**src/rtl/snd_dual_fifo.sv**
```systemverilog
module snd_dual_fifo #(
  parameter int DEPTH = 32,
  parameter int DW    = 16
) (
  input  logic          clk,
  input  logic          rst_n,
  input  logic          bus_sel,
  input  logic          bus_wr,
  input  logic          bus_rd,
  input  logic [15:0]   bus_wdata,
  output logic [15:0]   bus_rdata,
  output logic [DW-1:0] tx_data,
  output logic          tx_valid,
  input  logic          tx_ready,
  input  logic [DW-1:0] rx_data,
  input  logic          rx_valid,
  output logic          rx_ready,
  output logic          tx_dreq,
  output logic          rx_dreq,
  output logic          tx_ovf,
  output logic          rx_unf
);
  localparam int AW = $clog2(DEPTH);
  localparam int CW = AW + 1;
  localparam logic [CW-1:0] FULL = CW'(DEPTH);
  localparam logic [AW-1:0] LAST = AW'(DEPTH - 1);

  logic tx_dma, rx_dma, tx_en, rx_en;
  logic [DW-1:0] tmem [DEPTH];
  logic [DW-1:0] rmem [DEPTH];
  logic [AW-1:0] twp, trp, rwp, rrp;
  logic [CW-1:0] tcnt, rcnt;

  wire ctl_wr = bus_wr && !bus_sel;
  wire ctl_rd = bus_rd && !bus_sel;
  wire ent_wr = bus_wr && bus_sel;
  wire ent_rd = bus_rd && bus_sel;

  wire tfull  = tcnt == FULL;
  wire rempty = rcnt == '0;
  wire tpush  = ent_wr && tx_en && !tfull;
  wire tpop   = tx_valid && tx_ready;
  wire rpush  = rx_valid && rx_ready;
  wire rpop   = ent_rd && rx_en && !rempty;

  wire [15:0] ctl_word = {tx_dma, rx_dma, tx_en, rx_en, 6'(tcnt), 6'(rcnt)};

  assign tx_valid = tx_en && tcnt != '0;
  assign tx_data  = tmem[trp];
  assign rx_ready = rx_en && rcnt != FULL;
  assign tx_dreq  = tx_dma && tx_en && !tfull;
  assign rx_dreq  = rx_dma && rx_en && !rempty;

  function automatic logic [AW-1:0] bump(input logic [AW-1:0] p);
    return (p == LAST) ? '0 : p + 1'b1;
  endfunction

  always_ff @(posedge clk) begin
    if (!rst_n) begin
      {tx_dma, rx_dma, tx_en, rx_en} <= '0;
      bus_rdata <= '0;
    end else begin
      if (ctl_wr) {tx_dma, rx_dma, tx_en, rx_en} <= bus_wdata[15:12];
      if (ctl_rd) bus_rdata <= ctl_word;
      else if (ent_rd) bus_rdata <= rpop ? 16'(rmem[rrp]) : 16'h0;
    end
  end

  always_ff @(posedge clk) begin
    if (tpush) tmem[twp] <= DW'(bus_wdata);
    if (rpush) rmem[rwp] <= rx_data;
  end

  always_ff @(posedge clk) begin
    if (!rst_n || !tx_en) begin
      twp <= '0; trp <= '0; tcnt <= '0; tx_ovf <= 1'b0;
    end else begin
      if (tpush) twp <= bump(twp);
      if (tpop)  trp <= bump(trp);
      tcnt <= tcnt + CW'(tpush) - CW'(tpop);
      if (ent_wr && tfull) tx_ovf <= 1'b1;
    end
  end

  always_ff @(posedge clk) begin
    if (!rst_n || !rx_en) begin
      rwp <= '0; rrp <= '0; rcnt <= '0; rx_unf <= 1'b0;
    end else begin
      if (rpush) rwp <= bump(rwp);
      if (rpop)  rrp <= bump(rrp);
      rcnt <= rcnt + CW'(rpush) - CW'(rpop);
      if (ent_rd && rempty) rx_unf <= 1'b1;
    end
  end


  tx_cnt_bound_chk: assert property (@(posedge clk) disable iff (!rst_n) tcnt <= FULL);

  rx_cnt_bound_chk: assert property (@(posedge clk) disable iff (!rst_n) rcnt <= FULL);

  tx_flush_chk: assert property (@(posedge clk) disable iff (!rst_n)
    !tx_en |=> (tcnt == '0) && !tx_ovf);

  rx_flush_chk: assert property (@(posedge clk) disable iff (!rst_n)
    !rx_en |=> (rcnt == '0) && !rx_unf);

  tx_pushpop_chk: assert property (@(posedge clk) disable iff (!rst_n)
    tx_en && tpush && tpop |=> $stable(tcnt));

  rx_pushpop_chk: assert property (@(posedge clk) disable iff (!rst_n)
    rx_en && rpush && rpop |=> $stable(rcnt));

  tx_ovf_cause_chk: assert property (@(posedge clk) disable iff (!rst_n)
    $rose(tx_ovf) |-> $past(tcnt) == FULL);

  tx_ovf_sticky_chk: assert property (@(posedge clk) disable iff (!rst_n)
    tx_ovf && tx_en |=> tx_ovf);

  rx_unf_cause_chk: assert property (@(posedge clk) disable iff (!rst_n)
    $rose(rx_unf) |-> $past(rcnt) == '0);

  tx_dreq_full_chk: assert property (@(posedge clk) disable iff (!rst_n)
    tx_dreq |-> tx_ready || tcnt != FULL);
endmodule

```
**config.mk**
```make
export PLATFORM = sky130hd
export DESIGN_NAME = snd_dual_fifo
export DESIGN_NICKNAME = d
export VERILOG_FILES = /design/src/rtl/snd_dual_fifo.sv
export SDC_FILE = /design/constraint.sdc
export NUM_CORES = 1
export LEC_CHECK = 0
export BUFFER_PORTS_ARGS = -buffer_cell sky130_fd_sc_hd__buf_2
export CAP_MARGIN = 20
export CELL_PAD_IN_SITES_DETAIL_PLACEMENT = 1
export CELL_PAD_IN_SITES_GLOBAL_PLACEMENT = 1
export CORE_UTILIZATION = 25
export DETAILED_ROUTE_END_ITERATION = 16
export GPL_ROUTABILITY_DRIVEN = 0
export PLACE_DENSITY_LB_ADDON = 0.25
export SYNTH_ARGS = -nofsm -noshare
export SYNTH_HDL_FRONTEND = slang
export SYNTH_SLANG_ARGS = --single-unit
```
**constraint.sdc**
```tcl
create_clock -name clk -period 7.9 [get_ports clk]
set_input_delay 0.79 -clock clk [delete_from_list [all_inputs] [get_ports clk]]
set_output_delay 0.79 -clock clk [all_outputs]
set_load 0.05 [all_outputs]
```
# Yosys cells after proc, flatten, opt, wreduce, memory -nomap -nowiden
# Memories as Yosys holds them, arrays and structs flattened. A register that Yosys moved wholly into a read port is not among the register bits.
# Cells that the tools add are included.
# W data, S select, Z words.
# totals
register_bits,54
input_bits,39
mem_count,2
wordCells,73
mem_bits_rw,1024
# classes
n_addsub,8
mux,15
n_eq_ne,6
n_reduce_logical,29
# memory_table
memory,depth,word_bits,read_ports,rd_ports_with_merged_regs,wr,line_no,text
rmem,32,16,1,1,1,30,logic [DW-1:0] rmem [DEPTH];
tmem,32,16,1,1,1,29,logic [DW-1:0] tmem [DEPTH];
# op_table
operator,count
$mux W16,3
$mux W5,8
$add A5 B1 Y5 const B,4
$eq A5 B5 Y1 const B,4
$logic_and A1 B1 Y1,18
$add A6 B1 Y6,2
$sub A6 B1 Y6,2
$eq A6 B6 Y1 const B,1
$logic_not A1 Y1,6
$logic_not A6 Y1,1
$ne A6 B6 Y1 const B,1
$reduce_bool A6 Y1,1
$mux W1,4
$logic_or A1 B1 Y1,2
$reduce_bool A2 Y1,1

# Depth between registers and ports, before layout
# depth
word_depth,6
mapped_depth,15
depth_no_buf,14

# Worst setup path after synthesis
# No wires, ideal clock.
# synth_path
path_type,input to register
from,input port bus_rd
to,register rcnt[4]
arrival_time_ns,2.927
n_path_buf,2
required_ns,7.775
path_slack_ns,4.848
cell_stages,14
setup_time_ns,0.125
path_cell_list,clkbuf_1 and2_1 nand3_1 clkbuf_1 inv_1 ha_1 inv_1 ha_1 inv_1 fa_1 nand2b_1 a21oi_1 o21a_1 nor3_1
# synth_between
elab_chain_cells,4
# synth_rtl
item,line_no,text
start: declaration,9,"input logic bus_rd,"
$logic_and A1 B1 Y1,37,wire ent_rd = bus_rd && bus_sel;
$logic_and A1 B1 Y1 (2 in a row),44,wire rpop = ent_rd && rx_en && !rempty;
$sub A6 B1 Y6,91,rcnt <= rcnt + CW'(rpush) - CW'(rpop);
end signal: assignment,91,
end: declaration,32,"logic [CW-1:0] tcnt, rcnt;"
# Every way passes these cells.
# A chain may end at the register's enable or synchronous reset.

==> impl_metrics.json <==
{
  "fin_worst_skew_ns": 0.05617,
  "ys_types": 50,
  "avgSynthCellArea_um2": 20.53,
  "final.setup.tns_ns": 0,
  "grt_start_max_net_pins": 89,
  "grt-ovfl-total": 0,
  "vias_per_cell": 4.561,
  "nets": 2310,
  "cp_max_fo": 54,
  "yosysWarnings": 0,
  "ys_ff_latch": 1088,
  "finalSetupViolCount": 0,
  "final_max_slew_viol_count": 0,
  "swShare_pct": 20.81,
  "seqPwrFrac_pct": 53.5,
  "nFillCells": 17180,
  "drc": 0,
  "cts_made_buffers": 117,
  "p_per_area_mw_per_mm2": 236.3,
  "synth-edff-count": 1024,
  "antenna_left": 0,
  "hold-worst-slack_ns": 0.5234,
  "htree_levels": 3,
  "cp_slowest_cell": "dfxtp_4",
  "crit_type": "reg -> out",
  "rsz0062_at_grt": "false",
  "dp_hpwl_mm": 69.06,
  "crit_arrival_ns": 4.11,
  "rows": 151,
  "maxCapViolations": 0,
  "cts.sinks": 1088,
  "min_period_over_period_pct": 61.97,
  "cts.reportedPaths.clkPinSlew_ns": 0.06,
  "drt_iter0_drc": 1700,
  "start_kind": "flip-flop",
  "grtUsageTotal_pct": 13.54,
  "hold_class": "reg -> reg",
  "p_leak_uw": 0.01470,
  "cts_root_buf": "clkbuf_16",
  "reg2reg_depth": 7,
  "clock_latency_ns": 0.76,
  "min_from": "rrp[0]$_SDFFE_PP0N_",
  "dr.pass1.iters": 5,
  "vdd.ir_drop.worst_v": 0.0001765,
  "grt_pass1_vias": 22640,
  "synthArstFlopShare_pct": 0,
  "clockBufferDepth": 3,
  "wl_per_cell_um": 25.79,
  "p_int_uw": 9346,
  "whs_path_depth": 2,
  "antenna_found_initial": 13,
  "max-slew-margin-rel_pct": 29.56,
  "crit_buf_inv": 3,
  "synth_seq_area_share_pct": 75.14,
  "regToRegSetupSlack_ns": 4.47,
  "cpPeakStageDelay_ns": 0.91,
  "worstMarginPinSlew_ns": 1.055,
  "end_kind": "output pin",
  "postCtsHoldBufs": 0,
  "cp_cell_sequence": "buf_4, buf_16, mux4_2, mux4_2, mux2_2, buf_2",
  "regToRegStartpoint": "rcnt[2]$_SDFF_PP0_",
  "initial_core_util_pct": 25.18,
  "status": "finished, final reports clean",
  "dieArea_mm2": 0.1722,
  "crit_family": "multiplexers",
  "clkPwrFrac_pct": 45.0,
  "power_switching_uw": 2456,
  "hold_violations": 0,
  "synth_nets": 2150,
  "grt_pass1_wl_mm": 167.0,
  "synthCells": 2077,
  "port_buffers": 76,
  "syn_to_final_growth_pct": 17.14,
  "drt-total-wl_mm": 117.5,
  "die-width_um": 414.9,
  "reg2reg_to": "rmem[10][2]$_DFFE_PP_",
  "required_ns": 7.11,
  "die_y_um": 414.9,
  "ys.flop_type": "edfxtp_1",
  "synth_area_mm2": 0.04263,
  "cts_tree": "done",
  "vias": 20780,
  "io_pins": 77,
  "postCtsSetupRepairBufs": 0,
  "cts_resized": 0,
  "core_area_mm2": 0.1693,
  "share_comb_of_total_power_pct": 1.5,
  "post-route-min-period_ns": 4.896,
  "fmax_ghz": 0.2043,
  "drive_gt1_share_pct": 29.49,
  "cpMostUsedCell": "mux4_2"
}
-- flip-flops by register name (all words and copies together), names as in the netlist, named ones only --
| name | flops |
|---|---|
| rx_en | 1 |
| rcnt | 6 |
| rx_dma | 1 |
| trp | 5 |
| bus_rdata | 16 |
| rrp | 5 |
| rx_unf | 1 |
| tmem | 512 |
| tcnt | 6 |
| rwp | 5 |
| rmem | 512 |
| tx_en | 1 |
| tx_ovf | 1 |
| tx_dma | 1 |
| twp | 5 |
-- worst min-delay path: cells and delay by family, from the launching register on --
family,cells,cell delay [ns]
AND/OR/NAND/NOR,1,0.07
AO/OA/AOI/OAI,1,0.07
flip-flops,1,0.34
-- layout make-up --
class | instances | area (um2) | area share [%]
Clock buffer | 159 | 3208 | 6.424
Clock inverter | 59 | 534.3 | 1.070
Tap cell | 2218 | 2775 | 5.557
Sequential cell | 1088 | 32050 | 64.18
Inverter | 31 | 116.4 | 0.2330
Timing Repair Buffer | 156 | 1099 | 2.200
Antenna cell | 1 | 2.502 | 0.005011
Multi-Input combinational cell | 843 | 10150 | 20.33
-- routing by layer --
layer  part of all wire (%)  track usage [%]
met5                  0.043                0
met4                    2.4            3.710
met3                    3.7            2.185
met2                     53            24.41
met1                     41            16.63
-- how the worst max path moves through the flow --
stage                         start                  to  cells past startpoint
after global routing      flip-flop         tx_data[15]                      5
after CTS                 flip-flop         tx_data[14]                      5
after global placement    flip-flop         tx_data[14]                      5
after floorplan              bus_rd  rcnt[4]$_SDFF_PP0_                     14
final                     flip-flop         tx_data[14]                      6
after detailed placement  flip-flop         tx_data[14]                      5
-- power by group through the flow --
stage / clock (uW) / combinational, uW / sequential, uW
4_1_cts: 5470 / 182 / 6320
2_1_floorplan: 0 / 39.2 / 6450
6_report: 5310 / 177 / 6320
3_3_place_gp: 0 / 171 / 6440
5_1_grt: 5650 / 191 / 6310
3_5_place_dp: 0 / 182 / 6440
-- cell families after synthesis --
family,synth area share (%)
AND/OR/NAND/NOR,3.361
multiplexers,16.39
flip-flops,75.14
AO/OA/AOI/OAI,2.562
buffers and inverters,1.418
XOR/XNOR,0.1027
adder cells (fa/ha/maj),1.033
-- metrics by stage --
step                      utilization (%)  instance area [um2]  std cells  power [uW]  worst slack [ns]
after CTS                           29.47                49890       4552       11960             2.665
after global routing                29.50                49940       4554       12160             2.694
after detailed placement            27.26                46150       4334        6620             3.505
after floorplan                         -                42630       2077        6490             4.848
after global placement              27.19                46030       4327        6609             3.611
final                               29.50                49940       4555       11800             3.004
-- synthesized netlist by cell type, drive strengths merged, types with 4 or more instances --
| library cell | number | share of area (%) |
|---|---|---|
| a31oi | 4 | 0.059 |
| nor3 | 5 | 0.059 |
| and3 | 10 | 0.15 |
| or3b | 5 | 0.10 |
| ha | 32 | 0.94 |
| clkbuf | 64 | 0.56 |
| a22oi | 46 | 0.81 |
| buf | 51 | 0.58 |
| xnor2 | 4 | 0.082 |
| a21oi | 25 | 0.29 |
| nand3b | 21 | 0.37 |
| dfxtp | 64 | 3.0 |
| o21ai | 24 | 0.28 |
| nor2 | 87 | 0.77 |
| edfxtp | 1024 | 72 |
| a32oi | 31 | 0.64 |
| nand2 | 44 | 0.39 |
| nand2b | 17 | 0.25 |
| nand4bb | 4 | 0.11 |
| mux4 | 256 | 14 |
| and2 | 5 | 0.073 |
| nor2b | 8 | 0.12 |
| or3 | 8 | 0.12 |
| or2 | 15 | 0.22 |
| mux2 | 32 | 0.85 |
| nand3 | 24 | 0.28 |
| o22ai | 15 | 0.22 |
| or4b | 4 | 0.094 |
| inv | 30 | 0.26 |
| or4 | 4 | 0.070 |
| mux2i | 86 | 2.0 |
| o211ai | 5 | 0.088 |
-- cells in the final DEF (no fill, tap or decap), types with 39 or more instances in the layout --
cell type and n:
nor2_1 39, dfxtp_1 57, mux2i_1 86, nand2_1 44, buf_4 69, edfxtp_1 1024
mux4_2 256, nor2_2 44, clkbuf_16 119, buf_2 76, a22oi_1 46
No activity file was read; power rests on OpenSTA's default activity.
